$ cat config.mk
export PLATFORM = sky130hd
export DESIGN_NAME = dual_issue_pair
export DESIGN_NICKNAME = d
export VERILOG_FILES = /design/src/rtl/dual_issue_pair.sv
export SDC_FILE = /design/constraint.sdc
export NUM_CORES = 1
export LEC_CHECK = 0
export BUFFER_PORTS_ARGS = -buffer_cell sky130_fd_sc_hd__buf_2
export CORE_MARGIN = 1.5
export CORE_UTILIZATION = 48
export DETAILED_ROUTE_END_ITERATION = 6
export MAX_ROUTING_LAYER = met4
export PLACE_DENSITY = 0.86
export REMOVE_ABC_BUFFERS = 1
export SKIP_CTS_REPAIR_TIMING = 1
export SLEW_MARGIN = 40
export SYNTH_ARGS = -nofsm -noshare
export SYNTH_HDL_FRONTEND = slang
export SYNTH_SLANG_ARGS = --single-unit
$ cat constraint.sdc
create_clock -name clk -period 3.35 [get_ports clk]
set_input_delay 0.1675 -clock clk [delete_from_list [all_inputs] [get_ports clk]]
set_output_delay 0.1675 -clock clk [all_outputs]
set_load 0.005 [all_outputs]
$ cat src/rtl/dual_issue_pair.sv
module dual_issue_pair #(
  parameter int REG_W = 5,
  parameter int TAG_W = 8
) (
  input  logic                  clk,
  input  logic                  rst_n,
  input  logic [(1<<REG_W)-1:0] busy,
  input  logic                  a_valid,
  input  logic [1:0]            a_class,
  input  logic [REG_W-1:0]      a_src0,
  input  logic [REG_W-1:0]      a_src1,
  input  logic [REG_W-1:0]      a_dst,
  input  logic                  a_wr,
  input  logic [TAG_W-1:0]      a_tag,
  input  logic                  b_valid,
  input  logic [1:0]            b_class,
  input  logic [REG_W-1:0]      b_src0,
  input  logic [REG_W-1:0]      b_src1,
  input  logic [REG_W-1:0]      b_dst,
  input  logic                  b_wr,
  input  logic [TAG_W-1:0]      b_tag,
  output logic [1:0]            issue_cnt,
  output logic                  p0_valid,
  output logic [1:0]            p0_class,
  output logic [TAG_W-1:0]      p0_tag,
  output logic                  p1_valid,
  output logic [1:0]            p1_class,
  output logic [TAG_W-1:0]      p1_tag
);
  localparam logic [1:0] CLS_MUL = 2'd1;
  localparam logic [1:0] CLS_LS  = 2'd2;

  logic a_ready, b_ready, hazard, slot_ok, pair;

  assign a_ready = a_valid && !busy[a_src0] && !busy[a_src1];
  assign b_ready = b_valid && !busy[b_src0] && !busy[b_src1];
  assign hazard  = a_wr && ((b_src0 == a_dst) || (b_src1 == a_dst) ||
                            (b_wr && (b_dst == a_dst)));
  assign slot_ok = (b_class != CLS_MUL) &&
                   !((a_class == CLS_LS) && (b_class == CLS_LS));
  assign pair    = a_ready && b_ready && slot_ok && !hazard;

  assign issue_cnt = !a_ready ? 2'd0 : (pair ? 2'd2 : 2'd1);

  always_ff @(posedge clk) begin
    if (!rst_n) begin
      p0_valid <= 1'b0;
      p0_class <= '0;
      p0_tag   <= '0;
      p1_valid <= 1'b0;
      p1_class <= '0;
      p1_tag   <= '0;
    end else begin
      p0_valid <= a_ready;
      p0_class <= a_class;
      p0_tag   <= a_tag;
      p1_valid <= pair;
      p1_class <= b_class;
      p1_tag   <= b_tag;
    end
  end
endmodule

-- Word level (Yosys, flattened, before mapping)
Index checks and enable logic that the tools add are counted.
Widths: inputs -> output; s select.
- multipliers: 0
- order comparisons: 4
- reduce and logical (&&, ||, !) cells: 19
- add/subtract/negate cells: 0
- divide/modulo/power cells: 0
- mux-type cells: 10
- shift operators: 0
- equality and inequality tests: 6
- bitwise logic cells: 0
- operator list (cell ; number):
    $lt 5x6->1 const B ; 4
    $bmux 1 s5 ; 4
    $eq 5x5->1 ; 3
    $logic_and 1x1->1 ; 11
    $logic_not 1->1 ; 6
    $eq 2x2->1 const B ; 2
    $mux 1 ; 4
    $mux 2 ; 2
    $logic_or 1x1->1 ; 2
    $ne 2x1->1 const B ; 1
- memories kept: 0
- memory bits (writable): 0
- memory bits (read-only): 0
- register bits: 22
- bits in latches: 0
- input port bits: 88
- output and inout port bits: 24

-- Depth between registers and ports, before layout
- depth in word-level cells: 10
- mapped depth: 8

-- Least setup slack after synthesis
OpenSTA, ideal clock, no wires.
- path kind: input to output
- start point: in b_src0[1]
- end point: out issue_cnt[0]
- path buffers: 1
- data required time: 3.182 ns
- data arrival time: 1.770 ns
- slack: 1.412 ns
- stages on the path: 7
- path through: clkbuf_1 -> mux4_2 -> a22oi_1 -> and4b_1 -> a41oi_1 -> or4_4 -> nor2b_1
- longest elaborated chain between the ends: 10
- elaborated cells on any way between the ends: 15
- ends and longest elaborated chain (what ; line ; source):
    start: declaration ; 17 ; input logic [REG_W-1:0] b_src0,
    $bmux 1 s5 ; 36 ; assign b_ready = b_valid && !busy[b_src0] && !busy[b_src1];
    $mux 1 (implied by the code) ; 36 ;
    $logic_not 1->1 ; 36 ;
    $logic_and 1x1->1 (2 in series) ; 36 ;
    $logic_and 1x1->1 (2 in series) ; 41 ; assign pair = a_ready && b_ready && slot_ok && !hazard;
    $logic_and 1x1->1 (*) ; 41 ;
    $mux 2 (*) (2 in series) ; 43 ; assign issue_cnt = !a_ready ? 2'd0 : (pair ? 2'd2 : 2'd1);
    end: declaration ; 22 ; output logic [1:0] issue_cnt,
Every way passes the cells marked *; elsewhere a longest branch is shown, timed or not. The select of a mux whose other input is x is not followed.

-- Final worst setup path
- start point: in b_src0[0]
- end point: out issue_cnt[0]
Same word-level chain as after synthesis.

==> flow_summary.yaml <==
cts:
  cts_num_sinks: 22
  cts_root_buf: "clkbuf_8"
  cts.reportedPaths.clkPinSlew_ns: 0.08
  clk_path_buf_depth: 2
  h-tree-depth: 1
  cts_tree: "built"
  numCtsBuffers: 3
power_and_ir_drop:
  power.leakage_nw: 1.28
  pwr-share-clk: 0.307
  p_int_mw: 0.567
  switching_share: 0.265
  cellPowerDensity_nw_per_um2: 296
  p_sw_mw: 0.204
  pwr-share-comb: 0.333
  total_power_mw: 0.771
  power_frac_seq: 0.360
  max-vdd-ir-drop_v: 0.000138
sta:
  setup_ws_ns: 1.05
  max_slew_margin: 0.675
  finalMaxSlewViolations: 0
  fin_tns_setup_ns: 0
  rsz0062_at_grt: "false"
  hold_violations: 0
  hold_ws_ns: 0.110
  setup_violations: 0
  worstMarginPinSlew_ns: 0.487
  finalCriticalPeriod_ns: 2.30
  period_share: 0.688
  max_freq_ghz: 0.434
floorplanning:
  coreArea_um2: 3970
  die_y_um: 67.2
  ios: 112
  die_area_um2: 4510
  die_w_um: 67.2
  initial_core_util: 0.498
  num_rows: 23
worst_setup_path:
  cp.arrival_ns: 2.14
  worstSetupPathType: "in -> out"
  worstPathRequired_ns: 3.18
  end_kind: "primary output"
  cp-start-kind: "primary input"
  critPathMaxFanout: 9
final_layout:
  final_nets: 393
  instances_no_fill: 354
  final_util: 0.655
  fin_area_um2: 2600
  synthToLayoutAreaGrowth_pct: 31.6
  drive_above_1_share: 0.414
  diodes: 0
detailed_routing:
  first_iter_violations: 65
  drtPass1Iterations: 5
  wl_per_cell_um: 15.6
  ant_nets: 0
  routed_via_density: 5.87
  wl_um: 5510
  via_count: 2078
  drc: 0
grt:
  antenna_found_initial: 0
  grt_pass1_wl_um: 8360
  grt_max_degree: 21
  grt_usage: 0.248
  grt_pass1_vias: 1923
  gr-total-overflow: 0
synthesis:
  async_flop_share: 0
  avgSynthCellArea_um2: 9.79
  yosys_most_used_dff: "dfxtp_1"
  ys_types: 37
  seq_area_frac_synth: 0.223
  synth_seq_cells: 22
  synth-edff-count: 0
  synthCells: 202
  syn_area_um2: 1980
  ys_warn_count: 0
place:
  dp_slack_ns: 1.05
  gp_congestion: 0.934
  place.port_buffers: 111
  placed_area_um2: 2530
  hpwl_um: 4620
  dp.cells: 350
job:
  maxCapViolations: 0
outcome:
  status: "completed"
hold_path:
  min_path_type: "in -> reg"
==> power by group through the flow <==
stage / registers (mW) / clock network [mW] / logic (mW)
2_1_floorplan: 0.286 / 0 / 0.122
3_3_place_gp: 0.284 / 0 / 0.249
3_5_place_dp: 0.284 / 0 / 0.255
4_1_cts: 0.278 / 0.244 / 0.256
5_1_grt: 0.279 / 0.251 / 0.280
6_report: 0.278 / 0.236 / 0.257
==> worst max-delay path, stage by stage <==
cell,delay [ns]
buf_2,0.25
mux4_2,0.54
a22oi_1,0.20
and4b_1,0.21
a41oi_1,0.04
or4_4,0.45
nor2b_1,0.15
buf_2,0.13
==> final timing paths <==
kind | from | end | depth (start not counted)
max | b_src0[0] | issue_cnt[0] | 8
min | b_tag[0] | p1_tag[0] | 2
==> cells in the mapped netlist (all sizes together) (2+ instances only) <==
master | n | share of area
xnor2 | 4 | 0.018
nor2b | 6 | 0.019
nor4 | 3 | 0.0095
nand3b | 3 | 0.011
buf | 5 | 0.017
and3 | 2 | 0.0063
nor3b | 2 | 0.0076
mux2i | 37 | 0.19
a31oi | 3 | 0.0095
nor3 | 3 | 0.010
clkbuf | 8 | 0.015
nand4 | 2 | 0.0063
a311oi | 2 | 0.0089
a211oi | 2 | 0.0076
and2 | 20 | 0.063
nand3 | 12 | 0.030
dfxtp | 22 | 0.22
inv | 4 | 0.0076
nor2 | 6 | 0.011
mux4 | 15 | 0.18
a21oi | 4 | 0.010
xor2 | 11 | 0.049
nand2 | 8 | 0.015
a22oi | 9 | 0.034
==> final cells by class <==
cell class / count / area [µm²]
clock buffer: 3 / 41.3
timing repair buffer: 111 / 556
tap: 50 / 62.6
fill: 340 / 1370
clock inverter: 1 / 30.0
inverter: 4 / 15.0
sequential: 22 / 440
multi-input combinational: 163 / 1460
==> logic make-up (layout without fill, tap and decap cells) <==
family | count (synthesis) | after routing | synth area share
compound gates | 25 | 25 | 0.0924
xor+xnor | 15 | 15 | 0.0665
buf+inv | 17 | 119 | 0.0399
flops | 22 | 22 | 0.223
mux | 52 | 52 | 0.370
simple gates | 71 | 71 | 0.209
==> flip-flops by register name, summed over array words and instances (netlist names) <==
| name | count |
|---|---|
| p0_class | 2 |
| p1_tag | 8 |
| p1_valid | 1 |
| p0_tag | 8 |
| p0_valid | 1 |
| p1_class | 2 |
==> cells in the final DEF (no fill, tap or decap), types with 2 or more instances in the layout <==
| master | synthesis | final |
|---|---|---|
| nand2_1 | 8 | 8 |
| xor2_1 | 11 | 11 |
| a211oi_1 | 2 | 2 |
| nor3b_1 | 2 | 2 |
| clkbuf_8 | 0 | 3 |
| a31oi_1 | 3 | 3 |
| nand3b_1 | 3 | 3 |
| nor4_1 | 3 | 3 |
| a22oi_1 | 9 | 9 |
| xnor2_1 | 4 | 4 |
| nand4_1 | 2 | 2 |
| and2_1 | 20 | 20 |
| nor2b_1 | 6 | 6 |
| dfxtp_1 | 22 | 22 |
| nor2_1 | 6 | 6 |
| nand3_1 | 12 | 12 |
| mux4_2 | 9 | 9 |
| a21oi_1 | 4 | 4 |
| buf_2 | 3 | 111 |
| inv_1 | 4 | 4 |
| a311oi_1 | 2 | 2 |
| mux4_1 | 6 | 6 |
| and3_1 | 2 | 2 |
| nor3_1 | 2 | 2 |
| mux2i_1 | 37 | 37 |
==> metal layers <==
layer,routed length (µm),vias up,share of wire,GRT usage
met4,153,0,0.028,0.110
li1,-,973,-,-
met3,533,16,0.097,0.0217
met1,2100,954,0.38,0.279
met5,0,-,0,-
met2,2720,135,0.49,0.447
No activity file was read; power rests on OpenSTA's default activity.
